### src/rtl/tilefb_pkg.sv
package tilefb_pkg;
  parameter int GRID_COLS  = 40;
  parameter int GRID_ROWS  = 30;
  parameter int TILE_SHIFT = 4;
  parameter int PIX_W      = 10;
  localparam int COL_W = $clog2(GRID_COLS);
  localparam int ROW_W = $clog2(GRID_ROWS);

  // strobes from control to datapath
  typedef struct packed {
    logic             grant;
    logic [ROW_W-1:0] row;
    logic [COL_W-1:0] col;
  } fbCtl_t;
endpackage

### src/rtl/tilefb_ctrl.sv
module tilefb_ctrl
  import tilefb_pkg::*;
(
  input  logic             clk,
  input  logic             rst,
  input  logic             dispActive,
  input  logic             hostReq,
  input  logic [ROW_W-1:0] hostRow,
  input  logic [COL_W-1:0] hostCol,
  output fbCtl_t           ctl
);
  logic             pending;
  logic [ROW_W-1:0] reqRow;
  logic [COL_W-1:0] reqCol;
  logic             grantNow;

  assign grantNow = pending && !dispActive;

  always_ff @(posedge clk) begin
    if (rst) begin
      pending <= 1'b0;
      reqRow  <= '0;
      reqCol  <= '0;
    end else if (hostReq) begin
      pending <= 1'b1;
      reqRow  <= hostRow;
      reqCol  <= hostCol;
    end else if (grantNow) begin
      pending <= 1'b0;
    end
  end

  always_comb begin
    ctl.grant = grantNow;
    ctl.row   = reqRow;
    ctl.col   = reqCol;
  end
endmodule

### src/rtl/tilefb_datapath.sv
module tilefb_datapath
  import tilefb_pkg::*;
(
  input  logic             clk,
  input  logic             rst,
  input  logic             wrEn,
  input  logic [COL_W-1:0] wrCol,
  input  logic [ROW_W-1:0] wrRow,
  input  logic             wrBit,
  input  logic             dispActive,
  input  logic [PIX_W-1:0] hCount,
  input  logic [PIX_W-1:0] vCount,
  input  fbCtl_t           ctl,
  output logic [7:0]       pixel,
  output logic             hostValid,
  output logic [7:0]       hostData
);
  localparam logic [COL_W-1:0] COL_LIM = COL_W'(GRID_COLS);
  localparam logic [ROW_W-1:0] ROW_LIM = ROW_W'(GRID_ROWS);

  logic [GRID_COLS-1:0] cells [GRID_ROWS];
  logic [GRID_COLS-1:0] rowData;

  logic [ROW_W-1:0] vidRow, readRow, readIdx;
  logic [COL_W-1:0] vidCol;
  logic             readOk;

  // stage-1 companions of the row read
  logic             actD, vidColOkD, hostD, hostOkD;
  logic [COL_W-1:0] vidColD, hostColD;

  assign vidRow  = ROW_W'(vCount >> TILE_SHIFT);
  assign vidCol  = COL_W'(hCount >> TILE_SHIFT);
  assign readRow = ctl.grant ? ctl.row : vidRow;
  assign readOk  = readRow < ROW_LIM;
  assign readIdx = readOk ? readRow : '0;

  // storage: one write port, one row-wide read
  always_ff @(posedge clk) begin
    if (wrEn && (wrCol < COL_LIM) && (wrRow < ROW_LIM))
      cells[wrRow][wrCol] <= wrBit;
    rowData <= readOk ? cells[readIdx] : '0;
  end

  always_ff @(posedge clk) begin
    if (rst) begin
      actD      <= 1'b0;
      vidColD   <= '0;
      vidColOkD <= 1'b0;
      hostD     <= 1'b0;
      hostColD  <= '0;
      hostOkD   <= 1'b0;
    end else begin
      actD      <= dispActive;
      vidColD   <= vidCol;
      vidColOkD <= vidCol < COL_LIM;
      hostD     <= ctl.grant;
      hostColD  <= ctl.col;
      hostOkD   <= (ctl.col < COL_LIM) && (ctl.row < ROW_LIM);
    end
  end

  always_ff @(posedge clk) begin
    if (rst) begin
      pixel     <= 8'h00;
      hostValid <= 1'b0;
      hostData  <= 8'h00;
    end else begin
      if (actD && vidColOkD && !rowData[vidColD])
        pixel <= 8'hFF;
      else
        pixel <= 8'h00;
      hostValid <= hostD;
      if (hostD)
        hostData <= {7'b0, hostOkD & rowData[hostColD]};
    end
  end
endmodule

### src/rtl/tilefb_top.sv
module tilefb_top
  import tilefb_pkg::*;
(
  input  logic             clk,
  input  logic             rst,
  input  logic             wrEn,
  input  logic [COL_W-1:0] wrCol,
  input  logic [ROW_W-1:0] wrRow,
  input  logic             wrBit,
  input  logic             hActive,
  input  logic             vActive,
  input  logic [PIX_W-1:0] hCount,
  input  logic [PIX_W-1:0] vCount,
  input  logic             hostReq,
  input  logic [ROW_W-1:0] hostRow,
  input  logic [COL_W-1:0] hostCol,
  output logic [2:0]       red,
  output logic [2:0]       green,
  output logic [1:0]       blue,
  output logic             hostValid,
  output logic [7:0]       hostData
);
  fbCtl_t     ctl;
  logic       dispActive;
  logic [7:0] pixel;

  assign dispActive = hActive && vActive;

  tilefb_ctrl u_ctrl (
    .clk(clk), .rst(rst), .dispActive(dispActive),
    .hostReq(hostReq), .hostRow(hostRow), .hostCol(hostCol), .ctl(ctl)
  );

  tilefb_datapath u_dp (
    .clk(clk), .rst(rst), .wrEn(wrEn), .wrCol(wrCol), .wrRow(wrRow),
    .wrBit(wrBit), .dispActive(dispActive), .hCount(hCount),
    .vCount(vCount), .ctl(ctl), .pixel(pixel),
    .hostValid(hostValid), .hostData(hostData)
  );

  assign {red, green, blue} = pixel;
endmodule

### config.mk
export PLATFORM = sky130hd
export DESIGN_NAME = tilefb_top
export DESIGN_NICKNAME = d
export VERILOG_FILES = /design/src/rtl/tilefb_pkg.sv /design/src/rtl/tilefb_ctrl.sv /design/src/rtl/tilefb_datapath.sv /design/src/rtl/tilefb_top.sv
export SDC_FILE = /design/constraint.sdc
export NUM_CORES = 2
export LEC_CHECK = 0
export CORE_ASPECT_RATIO = 0.6
export CORE_UTILIZATION = 30
export CTS_BUF_LIST = sky130_fd_sc_hd__clkbuf_16
export DETAILED_ROUTE_END_ITERATION = 10
export GPL_TIMING_DRIVEN = 0
export PLACE_DENSITY_LB_ADDON = 0.2
export SETUP_SLACK_MARGIN = 0.3
export SYNTH_ARGS = -nofsm -noshare
export SYNTH_HDL_FRONTEND = slang
export SYNTH_SLANG_ARGS = --single-unit
export TNS_END_PERCENT = 30
### constraint.sdc
create_clock -name clk -period 2.6 [get_ports clk]
set_input_delay 0.52 -clock clk [delete_from_list [all_inputs] [get_ports clk]]
set_output_delay 0.52 -clock clk [all_outputs]
set_load 0.03 [all_outputs]
# Word-level counts from Yosys, hierarchy flattened
# Memory sizes are Yosys's and may differ from the RTL's. A register that Yosys moved wholly into a read port is not among the register bits.
# Index checks and enable logic that the tools add are counted.
# totals
output_inout_bits	17
in_bits	49
ram_bits	1200
elab_cells	49
ff_bits	38
memories	1
# op_classes
n_reduce_logical	12
bitwise	1
mux	13
order_cmp	10
# mem_list
memory	words	width	read_ports	rd_clocked_by_memory_dff	wr	line_no	rtl
u_dp.cells	30	40	1	1	1	tilefb_datapath.sv:21	logic [GRID_COLS-1:0] cells [GRID_ROWS];
# op_table
op	n
$mux 40	1
$lt 6x7->1 const B	3
$lt 6x6->1 const B	3
$lt 5x5->1 const B	3
$bmux 1 s6	2
$mux 5	2
$logic_and 1x1->1	8
$mux 8	1
$demux 1 s6	1
$ge 6x1->1 const B	1
$mux 1	6
$logic_not 1->1	3
$reduce_bool 2->1	1
$and 1x1->1	1

# Depth between registers and ports, before layout
# depth
depth_word	6
ltp_mapped	12
depth_no_buf	7

# Hierarchy
# From an unflattened synthesis, not the netlist that was laid out.
# unflattened
hier_cells	4746
hier_area_um2	55394.4
# by_module_without_submodules
module	seq_area_each_um2	cells_per_inst	instances	area_each_um2
tilefb_datapath	37215.7	4705	1	54959.0
tilefb_ctrl	240.2	40	1	429.2
tilefb_top	0.0	1	1	6.3

# Worst setup path after synthesis
# No wires, ideal clock.
# synth_path
path_kind	in2reg
startpoint	input hActive
endpoint	register u_dp.rowData[0], read port of u_dp.cells
path_buffers	4
setup_ns	0.079
cell_stages	11
setup_slack_ns	0.269
t_required_ns	2.521
arrival_ns	2.251
cell_sequence	a21bo_2 buf_6 mux2_4 a21oi_4 buf_6 buf_6 buf_4 nand2_1 a32oi_1 o21ai_0 a22oi_1
# synth_via
elab_chain_len	6
elab_cells_between_ends	7
cone_classes	order compare: 1; mux: 2; reduce/logical: 4
# synth_lines
item	line_no	rtl
from (decl)	tilefb_top.sv:10	input logic hActive,
$logic_and 1x1->1 *	tilefb_top.sv:27	assign dispActive = hActive && vActive;
$logic_not 1->1 *	tilefb_ctrl.sv:17	assign grantNow = pending && !dispActive;
$logic_and 1x1->1 *	tilefb_ctrl.sv:17	
$mux 5 *	tilefb_datapath.sv:34	assign readRow = ctl.grant ? ctl.row : vidRow;
$lt 5x5->1	tilefb_datapath.sv:35	assign readOk = readRow < ROW_LIM;
$mux 5 / $logic_not 1->1 (equally long branches)	--	
to (decl)	tilefb_datapath.sv:22	logic [GRID_COLS-1:0] rowData;
# Mark *: on every way between the ends. The rest lies on a longest branch, timed or not.
# A chain may end at the register's enable or synchronous reset.

# Worst setup path after layout
# layout_path
startpoint	register u_ctrl.pending
endpoint	register u_dp.rowData[28], read port of u_dp.cells
# layout_via
elab_chain_len	4
elab_cells_between_ends	5
cone_classes	order compare: 1; mux: 2; reduce/logical: 2
# layout_lines
item	line_no	rtl
from (decl)	tilefb_ctrl.sv:12	logic pending;
from (signal assigned)	tilefb_ctrl.sv:21	pending <= 1'b0;
from (signal assigned)	tilefb_ctrl.sv:25	pending <= 1'b1;
from (signal assigned)	tilefb_ctrl.sv:29	pending <= 1'b0;
$logic_and 1x1->1 *	tilefb_ctrl.sv:17	
$mux 5 *	tilefb_datapath.sv:34	
$lt 5x5->1	tilefb_datapath.sv:35	
$mux 5 / $logic_not 1->1 (equally long branches)	--	
# Marks and branches as above.

==> impl_summary.md <==
Critical path
The type of element launching the critical path is a flop. STA puts the critical path data required time at 3.25 ns. STA puts the critical path data arrival time at 3.80 ns. The setup slack of the most critical reg-to-reg path is -0.54 ns. The kind of end point of the critical path is a flop. The worst setup path category is reg2reg. In this run the worst path has a maximum fanout of 8.

Status
The checks that failed: negative setup slack. The run finished, with violations left.

Yosys
The primary flip-flop cell chosen by synthesis mapping is sky130_fd_sc_hd__edfxtp_1. In the synthesized netlist the async set-or-reset flop fraction comes to 0%. The synthesis-stage register bit count is 1271. The area of the mapped netlist is 55600 um2. The number of warnings reported in the yosys synthesis log is 0. Synthesis handed over a netlist of 4990 instances.

After synthesis, the mean cell area works out to 11.1 um2. The post-synthesis sequential area ratio is 67.4%. The number of flops mapped to enable cells by yosys is 1200. Yosys mapped the design onto 54 distinct sky130hd cell types.

Pwr
The post-route total power is 46300 uW. The leakage component of the power is 0.0209 uW. IR analysis of the VDD net gives a maximum drop of 542 uV. For this design the ratio of total power to cell area is 693 nW/um2.

Routing
The final routed DRC violation total is 0. Using the TritonRoute via totals, the vias-per-cell ratio works out to 5.41. The post-route antenna net violation count is 0. The vias after detailed routing is 42231. The routed design has 217 mm of wire. The first detailed-routing pass ran for 6 iterations. In the final routed layout, each cell accounts on average for 27.8 um. The detailed router finished its first iteration with 6469 violations.

Placement
The cell total after placement is 7522. After detailed placement, the total cell area comes to 59500 um2. The final weighted congestion in routability-driven placement is 0.964.

The placed wire-length estimate is 153 mm. The count of buffers added on input and output ports is 49.

GRT
The initial antenna violation count is 17. The wire length of the first global-routing pass is 299 mm. The global-route usage over all layers is 22.7%. The via count of the first global-routing pass is 38681. The total overflow left after global routing is 0. Entering global routing, the biggest net connects 146 pins.

Timing
The total setup violations reported at the end of the flow is 40. The final hold violation count is 0. The final critical path time including I/O delays and setup is 3.14 ns. The worst-margin pin slew is 0.988 ns. The worst slew margin relative to its limit is 34.2%. The total negative slack is -17.17 ns. After layout, the worst path uses 121% of the clock period.

The final number of max-transition violations is 0. Timing would allow up to 318 MHz. Setup repair after global routing could not meet its margin everywhere. In the post-route analysis, the smallest setup slack over all paths is -0.544 ns. Clock skew on the completed layout was measured at 0.0491 ns. The worst hold margin is 0.336 ns.

Hold path
The path type of the worst min-delay path is in2reg.

Clocking
The clock insertion delay at the later pin of the skew report is 0.76 ns. The clock tree synthesis step divided the H-tree into 3 levels. The clock passes through at most 3 buffers. The CTS tree is yes. The number of clock sinks seen by CTS is 1271. Clock-pin slew was measured on the worst setup and hold paths at 0.07 ns.

The root buffer cell chosen for the clock tree is sky130_fd_sc_hd__clkbuf_16. The TritonCTS buffer count is 119.

Floorplanning
The floorplan step set the die height to 335 um. The number of ports placed on the die boundary is 66. The number of core rows is 121.

The width of the die is 558 um. The core box area is 183000 um2. The total die area is 187000 um2. The starting utilization of the core area is 30.4%.

Finish
The finished layout holds 7806 standard cells, fillers aside. From synthesis to final layout, the design area changed by 20.3%. After routing the design area is 66900 um2. At the end of the flow, the number of nets in the layout was 5289. Fill cells in the final layout number 18247. Cells with a size suffix above 1 make up 16.3% of the layout.

Job
The number of maximum-capacitance violations is 0.
-- cell families (layout without fill, tap and decap cells) --
logic type | after synthesis | in the layout | synth area share [%]
AO/OA/AOI/OAI | 699 | 699 | 8.81
multiplexers | 47 | 47 | 1.46
buffers and inverters | 528 | 875 | 4.06
AND/OR/NAND/NOR | 2444 | 2444 | 18.3
other | 1 | 10 | 0.00674
flip-flops | 1271 | 1271 | 67.4
-- per-stage QoR --
step	utilization, %	worst slack, ns
finish	36.6	-0.544
CTS	36.2	-0.427
floorplan	-	0.279
detailed placement	32.6	-2.58
global route	36.6	-0.565
global placement	32.4	-31.21
-- sequential cells by signal (all words and copies together) (netlist names) --
| register | cells |
|---|---|
| u_ctrl.pending | 1 |
| u_ctrl.reqCol | 6 |
| u_ctrl.reqRow | 5 |
| u_dp.actD | 1 |
| u_dp.cells | 1200 |
| u_dp.hostColD | 6 |
| u_dp.hostD | 1 |
| u_dp.hostData | 1 |
| u_dp.hostOkD | 1 |
| u_dp.hostValid | 1 |
| u_dp.pixel | 1 |
| u_dp.rowData | 40 |
| u_dp.vidColD | 6 |
| u_dp.vidColOkD | 1 |
-- Yosys cell counts (5+ instances only) --
cell type | instances | area, um2
sky130_fd_sc_hd__edfxtp_1 | 1200 | 36000
sky130_fd_sc_hd__o21ai_1 | 7 | 35.0
sky130_fd_sc_hd__nand2_1 | 642 | 2410
sky130_fd_sc_hd__buf_1 | 14 | 52.6
sky130_fd_sc_hd__a22oi_1 | 40 | 300
sky130_fd_sc_hd__o211ai_1 | 80 | 601
sky130_fd_sc_hd__nor2_1 | 1266 | 4750
sky130_fd_sc_hd__buf_4 | 29 | 218
sky130_fd_sc_hd__o311ai_0 | 36 | 315
sky130_fd_sc_hd__o21ai_0 | 79 | 395
sky130_fd_sc_hd__mux2i_1 | 15 | 150
sky130_fd_sc_hd__nor2b_1 | 15 | 93.8
sky130_fd_sc_hd__dfxtp_1 | 71 | 1420
sky130_fd_sc_hd__nand3_1 | 207 | 1040
sky130_fd_sc_hd__o311ai_1 | 5 | 43.8
sky130_fd_sc_hd__clkbuf_1 | 385 | 1450
sky130_fd_sc_hd__buf_2 | 93 | 465
sky130_fd_sc_hd__nor3_1 | 89 | 445
sky130_fd_sc_hd__a311oi_1 | 39 | 342
sky130_fd_sc_hd__buf_6 | 7 | 78.8
sky130_fd_sc_hd__and3_1 | 43 | 269
sky130_fd_sc_hd__mux4_2 | 24 | 541
sky130_fd_sc_hd__a31oi_1 | 80 | 500
sky130_fd_sc_hd__or3_1 | 117 | 732
sky130_fd_sc_hd__a32oi_1 | 40 | 350
sky130_fd_sc_hd__a21oi_1 | 83 | 415
sky130_fd_sc_hd__nor3b_1 | 7 | 52.6
sky130_fd_sc_hd__a21o_1 | 41 | 308
sky130_fd_sc_hd__o22ai_1 | 80 | 500
sky130_fd_sc_hd__nand4_1 | 41 | 257
sky130_fd_sc_hd__o221ai_1 | 41 | 359
sky130_fd_sc_hd__a211o_1 | 39 | 342
-- placed cells by master (no fill, tap or decap), types with 80 or more instances in the layout --
master / instances
sky130_fd_sc_hd__clkbuf_1: 191
sky130_fd_sc_hd__o211ai_1: 80
sky130_fd_sc_hd__edfxtp_1: 1200
sky130_fd_sc_hd__or3_1: 117
sky130_fd_sc_hd__buf_4: 92
sky130_fd_sc_hd__nand3_1: 186
sky130_fd_sc_hd__clkbuf_16: 125
sky130_fd_sc_hd__nand2_1: 606
sky130_fd_sc_hd__nor2_1: 1258
sky130_fd_sc_hd__clkbuf_2: 119
sky130_fd_sc_hd__a31oi_1: 80
-- critical path, cell delays in order (launching register included) --
cell,delay [ns]
sky130_fd_sc_hd__dfxtp_2,0.34
sky130_fd_sc_hd__a21bo_4,0.26
sky130_fd_sc_hd__buf_6,0.13
sky130_fd_sc_hd__buf_16,0.12
sky130_fd_sc_hd__mux2_4,0.34
sky130_fd_sc_hd__a21oi_4,0.27
sky130_fd_sc_hd__buf_6,0.17
sky130_fd_sc_hd__buf_12,0.11
sky130_fd_sc_hd__buf_16,0.17
sky130_fd_sc_hd__buf_12,0.14
sky130_fd_sc_hd__buf_16,0.13
sky130_fd_sc_hd__nand2_4,0.05
sky130_fd_sc_hd__a32oi_4,0.30
sky130_fd_sc_hd__o21ai_4,0.19
sky130_fd_sc_hd__a22oi_2,0.24
-- final cells by class --
| cell class | count | area, um2 | area share (%) |
|---|---|---|---|
| Clock buffer | 123 | 3080 | 4.60 |
| Multi-Input combinational cell | 3197 | 17800 | 26.7 |
| Clock inverter | 101 | 642 | 0.960 |
| Tap cell | 2460 | 3080 | 4.60 |
| Antenna cell | 3 | 7.51 | 0.0112 |
| Buffer | 527 | 3140 | 4.70 |
| Timing Repair Buffer | 124 | 1640 | 2.45 |
| Sequential cell | 1271 | 37500 | 56.0 |
-- routing by layer --
layer,track usage [%],share of wire (%),up-vias
li1,-,-,18384
met1,36.0,48,21580
met2,28.3,37,2045
met3,8.58,14,218
met4,3.74,1.6,4
met5,0.594,0.077,-
-- worst paths after layout --
| check | depth (start not counted) | end | from |
|---|---|---|---|
| hold / removal | 2 | u_dp.vidColD[0]$_SDFF_PP0_ | hCount[4] |
| setup reg to reg | 14 | u_dp.rowData[28]$_SDFF_PP0_ | u_ctrl.pending$_SDFFE_PP0P_ |
| hold reg to reg | 2 | u_dp.pixel[6]$_SDFF_PP0_ | u_dp.vidColOkD$_SDFF_PP0_ |
| setup / recovery | 14 | u_dp.rowData[28]$_SDFF_PP0_ | u_ctrl.pending$_SDFFE_PP0P_ |
-- timing repair --
action / CTS / global route
hold buffers: 1 / 0
resized for setup: 633 / 328
gates cloned: 12 / 2
setup buffers: 35 / 8
endpoints found under the hold margin: 1 / 0
setup endpoints to repair: 1780 / 1250
pin swaps: 107 / 56
-- where the power goes --
part | switching (uW) | internal (uW) | total, uW
combinational | 4250 | 1860 | 6110
sequential | 131 | 22500 | 22700
clock | 8250 | 9300 | 17500
(Power assumes the default switching activity.)
